--- src/rtl/dfq_pkg.sv ---
package dfq_pkg;

  // One-hot grant vector of the arbiter model
  typedef struct packed {
    logic gfx;
    logic cpu;
    logic disp;
  } dfq_gnt_t;

  localparam dfq_gnt_t GNT_NONE = '{gfx: 1'b0, cpu: 1'b0, disp: 1'b0};

endpackage

--- src/rtl/dfq_mem.sv ---
// Simple dual-port storage with registered read, shaped for block RAM.
module dfq_mem #(
  parameter int WW    = 65,
  parameter int DEPTH = 64,
  parameter int AW    = 6
) (
  input  logic          clk,
  input  logic          we,
  input  logic [AW-1:0] waddr,
  input  logic [WW-1:0] wdata,
  input  logic          re,
  input  logic [AW-1:0] raddr,
  output logic [WW-1:0] rdata
);

  logic [WW-1:0] store [DEPTH];

  always_ff @(posedge clk) begin
    if (we) store[waddr] <= wdata;
  end

  always_ff @(posedge clk) begin
    if (re) rdata <= store[raddr];
  end

endmodule

--- src/rtl/dfq_ctrl.sv ---
// Pointer, occupancy and watermark request logic.
module dfq_ctrl #(
  parameter int DEPTH = 64,
  parameter int AW    = 6,
  parameter int CW    = 7
) (
  input  logic          clk,
  input  logic          rst,
  input  logic          wr_en,
  input  logic          rd_en,
  input  logic [AW-1:0] thresh,
  output logic          do_wr,
  output logic          do_rd,
  output logic [AW-1:0] waddr,
  output logic [AW-1:0] raddr,
  output logic [CW-1:0] level,
  output logic          req_urgent,
  output logic          req_bg,
  output logic          rd_valid,
  output logic          underflow
);

  localparam logic [CW-1:0] FULL_LVL = CW'(DEPTH);
  localparam logic [AW-1:0] LAST_IDX = AW'(DEPTH - 1);

  logic          is_full, is_empty;
  logic [CW-1:0] level_nxt;
  logic          full_nxt, urg_nxt;

  assign is_full  = (level == FULL_LVL);
  assign is_empty = (level == '0);
  assign do_wr    = wr_en && !is_full;
  assign do_rd    = rd_en && !is_empty;

  always_comb begin
    level_nxt = level;
    if (do_wr && !do_rd) level_nxt = level + 1'b1;
    else if (do_rd && !do_wr) level_nxt = level - 1'b1;
  end

  assign full_nxt = (level_nxt == FULL_LVL);
  assign urg_nxt  = !full_nxt && (level_nxt < {1'b0, thresh});

  always_ff @(posedge clk) begin
    if (rst) begin
      waddr      <= '0;
      raddr      <= '0;
      level      <= '0;
      req_urgent <= 1'b0;
      req_bg     <= 1'b0;
      rd_valid   <= 1'b0;
      underflow  <= 1'b0;
    end else begin
      if (do_wr) waddr <= (waddr == LAST_IDX) ? '0 : waddr + 1'b1;
      if (do_rd) raddr <= (raddr == LAST_IDX) ? '0 : raddr + 1'b1;
      level      <= level_nxt;
      req_urgent <= urg_nxt;
      req_bg     <= !full_nxt && !urg_nxt;
      rd_valid   <= do_rd;
      if (rd_en && is_empty) underflow <= 1'b1;
    end
  end

endmodule

--- src/rtl/dfq_arb.sv ---
// Arbiter model: urgent display > cpu > gfx > background display.
module dfq_arb
  import dfq_pkg::*;
(
  input  logic     clk,
  input  logic     rst,
  input  logic     req_urgent,
  input  logic     req_bg,
  input  logic     cpu_req,
  input  logic     gfx_req,
  output dfq_gnt_t gnt
);

  dfq_gnt_t gnt_nxt;

  always_comb begin
    gnt_nxt = GNT_NONE;
    if (req_urgent)   gnt_nxt.disp = 1'b1;
    else if (cpu_req) gnt_nxt.cpu  = 1'b1;
    else if (gfx_req) gnt_nxt.gfx  = 1'b1;
    else if (req_bg)  gnt_nxt.disp = 1'b1;
  end

  always_ff @(posedge clk) begin
    if (rst) gnt <= GNT_NONE;
    else     gnt <= gnt_nxt;
  end

endmodule

--- src/rtl/dfq_top.sv ---
module dfq_top
  import dfq_pkg::*;
#(
  parameter int DW    = 64,
  parameter int DEPTH = 64,
  localparam int AW   = $clog2(DEPTH),
  localparam int CW   = $clog2(DEPTH + 1)
) (
  input  logic          clk,
  input  logic          rst,
  input  logic          wr_en,
  input  logic [DW-1:0] wr_data,
  input  logic          wr_cursor,
  input  logic          rd_en,
  output logic [DW-1:0] rd_data,
  output logic          rd_cursor,
  output logic          rd_valid,
  input  logic [AW-1:0] thresh,
  input  logic          cpu_req,
  input  logic          gfx_req,
  output logic          req_urgent,
  output logic          req_bg,
  output logic          gnt_disp,
  output logic          gnt_cpu,
  output logic          gnt_gfx,
  output logic [CW-1:0] level,
  output logic          underflow
);

  localparam int WW = DW + 1;

  logic          do_wr, do_rd;
  logic [AW-1:0] waddr, raddr;
  logic [WW-1:0] mem_q;
  dfq_gnt_t      gnt;

  dfq_ctrl #(.DEPTH(DEPTH), .AW(AW), .CW(CW)) u_ctrl (
    .clk        (clk),
    .rst        (rst),
    .wr_en      (wr_en),
    .rd_en      (rd_en),
    .thresh     (thresh),
    .do_wr      (do_wr),
    .do_rd      (do_rd),
    .waddr      (waddr),
    .raddr      (raddr),
    .level      (level),
    .req_urgent (req_urgent),
    .req_bg     (req_bg),
    .rd_valid   (rd_valid),
    .underflow  (underflow)
  );

  dfq_mem #(.WW(WW), .DEPTH(DEPTH), .AW(AW)) u_mem (
    .clk   (clk),
    .we    (do_wr),
    .waddr (waddr),
    .wdata ({wr_cursor, wr_data}),
    .re    (do_rd),
    .raddr (raddr),
    .rdata (mem_q)
  );

  dfq_arb u_arb (
    .clk        (clk),
    .rst        (rst),
    .req_urgent (req_urgent),
    .req_bg     (req_bg),
    .cpu_req    (cpu_req),
    .gfx_req    (gfx_req),
    .gnt        (gnt)
  );

  assign rd_data   = mem_q[DW-1:0];
  assign rd_cursor = mem_q[DW];
  assign gnt_disp  = gnt.disp;
  assign gnt_cpu   = gnt.cpu;
  assign gnt_gfx   = gnt.gfx;

endmodule

--- config.mk ---
export PLATFORM = sky130hd
export DESIGN_NAME = dfq_top
export DESIGN_NICKNAME = d
export VERILOG_FILES = /design/src/rtl/dfq_pkg.sv /design/src/rtl/dfq_mem.sv /design/src/rtl/dfq_ctrl.sv /design/src/rtl/dfq_arb.sv /design/src/rtl/dfq_top.sv
export SDC_FILE = /design/constraint.sdc
export NUM_CORES = 2
export LEC_CHECK = 0
export BUFFER_PORTS_ARGS = -buffer_cell sky130_fd_sc_hd__buf_2
export CORE_MARGIN = 4
export CORE_UTILIZATION = 55
export DETAILED_ROUTE_END_ITERATION = 8
export GPL_ROUTABILITY_DRIVEN = 0
export GPL_TIMING_DRIVEN = 0
export PLACE_DENSITY = 0.72
export SETUP_SLACK_MARGIN = 0.2
export SYNTH_ARGS = -nofsm -noshare
export SYNTH_HDL_FRONTEND = slang
export SYNTH_HIERARCHICAL = 1
export SYNTH_MEMORY_MAX_BITS = 65536
export SYNTH_SLANG_ARGS = --single-unit
--- constraint.sdc ---
create_clock -name clk -period 9.1 [get_ports clk]
set_input_delay 0.455 -clock clk [delete_from_list [all_inputs] [get_ports clk]]
set_output_delay 0.455 -clock clk [all_outputs]
set_load 0.005 [all_outputs]
After elaboration in Yosys (flattened, before gate mapping)
Memories as Yosys holds them, arrays and structs flattened. A register that Yosys moved wholly into a read port is not among the register bits.
Index checks and enable logic that the tools add are counted.
Word-level totals
  register bits after elaboration: 26
  latch bits: 0
  RAM bits: 4160
  memory bits (read-only): 0
  output and inout port bits: 79
  memories kept: 1
Memories
  u_mem.store: depth 64, bits a word 65, rd ports 1, clocked after memory_dff 1, write ports 1, RTL line dfq_mem.sv:16  | logic [WW-1:0] store [DEPTH];
Cells by class
  $add $sub $neg: 4
  multiply operators: 0
  div/mod/pow operators: 0
  $lt $le $gt $ge: 1
  equal/unequal tests: 4
  shift operators: 0
  mux-type cells: 12
  bitwise operators: 0
  reductions and logical operators: 16
Operators with widths (number)
  == test 7 bit, second input constant: 2
  2-to-1 mux 7 bit: 2
  adder 6 x 1 -> 6 bit, second input constant: 2
  == test 6 bit, second input constant: 2
  2-to-1 mux 6 bit: 2
  2-to-1 mux 1 bit: 8
  adder 7 x 1 -> 7 bit, second input constant: 1
  logical AND 1 bit: 7
  zero test 7 bit: 1
  less-than comparator 7 x 6 -> 1 bit: 1
  subtractor 7 x 1 -> 7 bit, second input constant: 1
  zero test 1 bit: 6
  OR reduction 3 bit: 1
  OR reduction 2 bit: 1

Depth between registers and ports, before layout
  depth in word-level cells: 12
  gate-level depth with buffers: 16
  mapped depth without buffers: 14

Modules after synthesis
Netlist, hierarchy kept.
Modules (own cells, without submodules)
  dfq_mem: times used 1, cells each 6606, area an instance 158981.2 um^2
  dfq_ctrl: times used 1, cells each 184, area an instance 1506.4 um^2
  dfq_arb: times used 1, cells each 8, area an instance 93.8 um^2

Least setup slack after synthesis
Ideal clock, no wire load.
  kind: register to register
  from: reg u_ctrl.level[0]
  to: mem u_mem.store[48][0], enable pin
  arrival: 6.094 ns
  required time: 8.532 ns
  path slack: 2.438 ns
  cell stages (with the launch flop): 9
  buffers on the path: 1
  path through: dfxtp_1 > clkbuf_1 > inv_1 > ha_1 > or3b_1 > o31ai_2 > inv_2 > nand4b_1 > nor3_1
On the way
  word-level cells in the longest chain between the ends: 5
RTL lines
  start: declaration: RTL line dfq_ctrl.sv:16  | output logic [CW-1:0] level,
  start signal: assignment: RTL line dfq_ctrl.sv:56  | level <= level_nxt;
  == test 7 bit: RTL line dfq_ctrl.sv:30  | assign is_full = (level == FULL_LVL);
  zero test 1 bit: RTL line dfq_ctrl.sv:32  | assign do_wr = wr_en && !is_full;
  logical AND 1 bit: RTL line dfq_ctrl.sv:32
  via do_wr: RTL line dfq_top.sv:32  | logic do_wr, do_rd;
  2-to-1 mux 1 bit: RTL line dfq_mem.sv:19  | if (we) store[waddr] <= wdata;
  2-to-1 mux 1 bit (not written as such): RTL line dfq_mem.sv:19
  end: declaration: RTL line dfq_mem.sv:16
The timed path passes the listed nets, and every way through them passes these cells.

==> summary.log <==
qor: global_routing.global_route.usage.total 0.343
qor: yosys.synthesized_instance_count 6798
qor: die.fp.coreArea 291000 um2
qor: setup_path.setup.worst_path.start_class flip-flop
qor: power.power_frac_clock 0.368
qor: placement.detailedPlacementHpwl 340000 um
qor: yosys.async_flop_share 0
qor: clocking.ctsResizeCount 0
qor: yosys.dominant_register_cell_in_the_synthesized_netlist sky130_fd_sc_hd__edfxtp_1
qor: setup_path.crit_path_cell_trace buf_2 > nor2b_2 > buf_2 > clkbuf_1 > a22oi_1 > nand3b_1 > o211a_1
qor: timing.max_slew.worst_pin.slew 1570 ps
qor: yosys.synth-xor-area-share 0.000701
qor: yosys.synth_fa_ha_area_frac 0.000779
qor: die.floorplan.rows 198
qor: routing.antenna_left 0
qor: setup_path.cp_data_required_time 9820 ps
qor: setup_path.worst_path_max_delay_cell sky130_fd_sc_hd__buf_2
qor: yosys.syn-cell-area 161000 um2
qor: global_routing.grt_overflow 0
qor: setup_path.crit_fanout 10
qor: yosys.post_synth.cell_area_avg 23.6 um2
qor: timing.final.min_clock_period 5210 ps
qor: die.die-height 548 um
qor: global_routing.via_count_of_the_first_global_routing_pass 83600
qor: clocking.clk_root_buffer_cell sky130_fd_sc_hd__clkbuf_16
qor: power.p_int 33700 uW
qor: clocking.clkLatencyLatePin 1010 ps
qor: power.p_per_area 243 nW/um2
qor: yosys.synth_sequential_area_ratio 0.793
qor: routing.route.final.wire_length 519000 um
qor: setup_path.crit_path_end_kind flip-flop
qor: timing.hold_viol_final 0
qor: routing.remaining_drc_errors 0
qor: yosys.synth.ff_latch_count 4251
qor: clocking.clock_sink_count 4251
qor: yosys.compound_gate_portion_of_the_synthesized_area 0.0287
qor: routing.vias 86800
qor: power.leakage_dissipation 0.0567 uW
qor: setup_path.max_stage_delay 960 ps
qor: power.worst_ir_drop_vdd 0.195 mV
qor: final_layout.syn_to_final_growth 15.4%
qor: flow_run.maxCapViolations 4
qor: placement.post_place_instance_area 172000 um2
qor: setup_path.path_class flip-flop to flip-flop
qor: yosys.synth_fp_nets 6885
qor: clocking.cts_htree_levels 5
qor: routing.wl_per_cell 43.5 um
qor: clocking.cts.hold.buffers_added 7
qor: global_routing.grt_max_degree 65
qor: yosys.synth_simple_gate_area_share 0.0117
qor: die.floorplan.die_area 301000 um2
qor: worst_hold_path.worstHoldPathType primary input to flip-flop
qor: routing.firstDrtPassIters 6
qor: timing.finalCritPeriodShare 0.573
qor: setup_path.crit_arrival 5930 ps
qor: status.failed_checks max-capacitance violations, max-slew violations
qor: global_routing.grt_first_pass_wirelength 696000 um
qor: final_layout.post_route_cells_drive_above_1_share 0.296
qor: global_routing.antenna_found_initial 35
qor: setup_path.crit_top_cell sky130_fd_sc_hd__buf_2
qor: clocking.postCtsSetupBuffers 0
qor: power.power.combinational.fraction 0.144
qor: yosys.synth-warning-count 6
qor: routing.drt-initial-drc-count 16800
qor: final_layout.final_nets 7724
qor: yosys.yosys.cell_types.count 61
qor: die.dieWidth 548 um
qor: timing.rsz0062_at_grt no
qor: status.status complete, but fails checks
qor: power.seq_power_share 0.488
qor: timing.clock.fmax 192 MHz
qor: clocking.tritoncts.num_buffers 412
qor: power.power_switching_share 0.251
qor: final_layout.finish.utilization 0.637
qor: placement.buffer_ports.inserted 155
qor: clocking.max-clock-path-buffers 4
qor: timing.fin_skew 76.4 ps
qor: yosys.synth_top_family_by_area multiplexers
qor: routing.detail_route.vias_per_cell 7.27
qor: timing.setup_violations 0
qor: final_layout.final_design_area_no_fill 185000 um2
qor: die.initial_core_utilization 0.552
qor: final_layout.final.fill_count 18500
qor: yosys.synth-edff-count 4225
qor: die.num_io_pins 156
qor: clocking.worst_setup_hold_path_clk_slew 60 ps
qor: timing.slew_headroom -0.0436
qor: power.p_switching 11300 uW
qor: yosys.muxShareOfSynthArea 0.152
qor: timing.slew_viol_final 33
qor: clocking.cts_tree yes
[synth_stat cells (3+ instances only)]
library cell                  n  share of area
sky130_fd_sc_hd__buf_4       38         0.0018
sky130_fd_sc_hd__buf_1       18        0.00042
sky130_fd_sc_hd__o221ai_1    46         0.0025
sky130_fd_sc_hd__nand2b_1     9        0.00035
sky130_fd_sc_hd__inv_1       10        0.00023
sky130_fd_sc_hd__and3_1       4        0.00016
sky130_fd_sc_hd__ha_1        10        0.00078
sky130_fd_sc_hd__o211ai_1     5        0.00023
sky130_fd_sc_hd__nor4_1       3        0.00012
sky130_fd_sc_hd__or3b_2       4        0.00022
sky130_fd_sc_hd__nand3_1    123         0.0038
sky130_fd_sc_hd__o22ai_1    130         0.0051
sky130_fd_sc_hd__xnor2_1      3        0.00016
sky130_fd_sc_hd__buf_2      188         0.0059
sky130_fd_sc_hd__buf_6       17         0.0012
sky130_fd_sc_hd__mux2i_1    103         0.0064
sky130_fd_sc_hd__nor3_1       7        0.00022
sky130_fd_sc_hd__o211a_1     65         0.0041
sky130_fd_sc_hd__xor2_1       8        0.00044
sky130_fd_sc_hd__a21oi_1     11        0.00034
sky130_fd_sc_hd__nor2b_1     14        0.00055
sky130_fd_sc_hd__nor2_1     134         0.0031
sky130_fd_sc_hd__clkbuf_1   126         0.0029
sky130_fd_sc_hd__dfxtp_1     26         0.0032
sky130_fd_sc_hd__a21o_1       3        0.00014
sky130_fd_sc_hd__a22oi_1    260          0.012
sky130_fd_sc_hd__and2_1       3        0.00012
sky130_fd_sc_hd__or3_1        5        0.00019
sky130_fd_sc_hd__o21ai_0      3       0.000093
sky130_fd_sc_hd__mux4_2    1040           0.15
sky130_fd_sc_hd__nand4_1      8        0.00031
sky130_fd_sc_hd__nand2_1     23        0.00054
sky130_fd_sc_hd__nand3b_1    25         0.0012
sky130_fd_sc_hd__a211oi_1    67         0.0031
sky130_fd_sc_hd__edfxtp_1  4225           0.79
[sequential cells by signal, summed over array words and instances, names as in the netlist]
register	cells
u_mem/rdata	65
u_arb/gnt	3
u_ctrl/raddr	6
u_ctrl/level	7
u_mem/store	4160
u_ctrl/req_urgent	1
u_ctrl/rd_valid	1
u_ctrl/waddr	6
u_ctrl/underflow	1
u_ctrl/req_bg	1
[path summary, 6_finish.rpt]
check	cells past startpoint	start	to	slack, ps
worst max-delay path	7	u_ctrl/raddr[2]	u_mem/rdata[43]	3890
worst min-delay path	7	thresh[2]	u_ctrl/req_urgent	80
worst min register to register	1	u_ctrl/req_urgent	u_arb/gnt[1]	490
worst max register to register	7	u_ctrl/raddr[2]	u_mem/rdata[43]	3890
[power groups by stage]
| stage | registers, uW | clock network, uW | logic [uW] |
|---|---|---|---|
| after global placement | 22400 | 0 | 6140 |
| final | 21900 | 16600 | 6480 |
| after CTS | 22000 | 16700 | 6380 |
| after floorplan | 22400 | 0 | 3850 |
| after detailed placement | 22400 | 0 | 6310 |
| after global routing | 22000 | 17500 | 6680 |
[area by class of cell]
cell class | instances | area, um2 | share of cell area
Sequential cell | 4251 | 127000 | 0.687
Buffer | 387 | 1980 | 0.0107
Tap cell | 3900 | 4880 | 0.0263
Clock buffer | 519 | 10800 | 0.0583
Clock inverter | 237 | 2240 | 0.0121
Multi-Input combinational cell | 2148 | 31700 | 0.171
Timing Repair Buffer | 425 | 6250 | 0.0337
Inverter | 12 | 45.0 | 0.000243
Antenna cell | 53 | 133 | 0.000715
[worst max-delay path, delay by kind of cell, from the launching register on]
| family | cells | cell delay (ps) |
|---|---|---|
| compound gates | 2 | 850 |
| buf+inv | 3 | 2220 |
| flops | 1 | 700 |
| simple gates | 2 | 1120 |
[placed cells by master (no fill, tap or decap), drive strengths merged, types with 6 or more instances in the layout]
master and instances:
a211oi 67, a21oi 12, a22oi 260, buf 679
bufinv 27, clkbuf 645, clkinv 189, clkinvlp 11
dfxtp 26, diode 53, dlygate4sd3 7, edfxtp 4225
ha 10, inv 22, mux2i 103, mux4 1040
nand2 23, nand2b 9, nand3 123, nand3b 25
nand4 8, nor2 134, nor2b 14, nor3 7
o211a 65, o211ai 6, o221ai 46, o22ai 130
or3b 6, xor2 9
[cell families (layout without fill, tap and decap cells)]
logic type / count (synthesis) / after routing
AO/OA/AOI/OAI: 606 / 606
XOR/XNOR: 12 / 12
adder cells (fa/ha/maj): 10 / 10
buffers and inverters: 399 / 1580
flip-flops: 4251 / 4251
multiplexers: 1143 / 1143
other: 0 / 53
AND/OR/NAND/NOR: 377 / 377
[metrics by stage]
step           cells  total power (uW)  hold WS (ps)  setup slack [ps]   TNS, ps
2_1_floorplan   6798             26200           460              2440         0
3_3_place_gp   10900             28500           468             -5790  -6176690
3_5_place_dp   11100             28700           465              4040         0
4_1_cts        11900             45000          54.3              3940         0
5_1_grt        11900             46200           140              4210         0
6_report       11900             45000          81.6              3890         0
[metal layers]
layer / wire length, um / GRT usage / vias up
met2: 235000 / 0.510 / 8595
met4: 35800 / 0.197 / 38
met1: 164000 / 0.436 / 45200
met5: 337 / 0.00269 / -
li1: - / - / 31200
met3: 84100 / 0.131 / 1743
No activity file was read; power rests on OpenSTA's default activity.
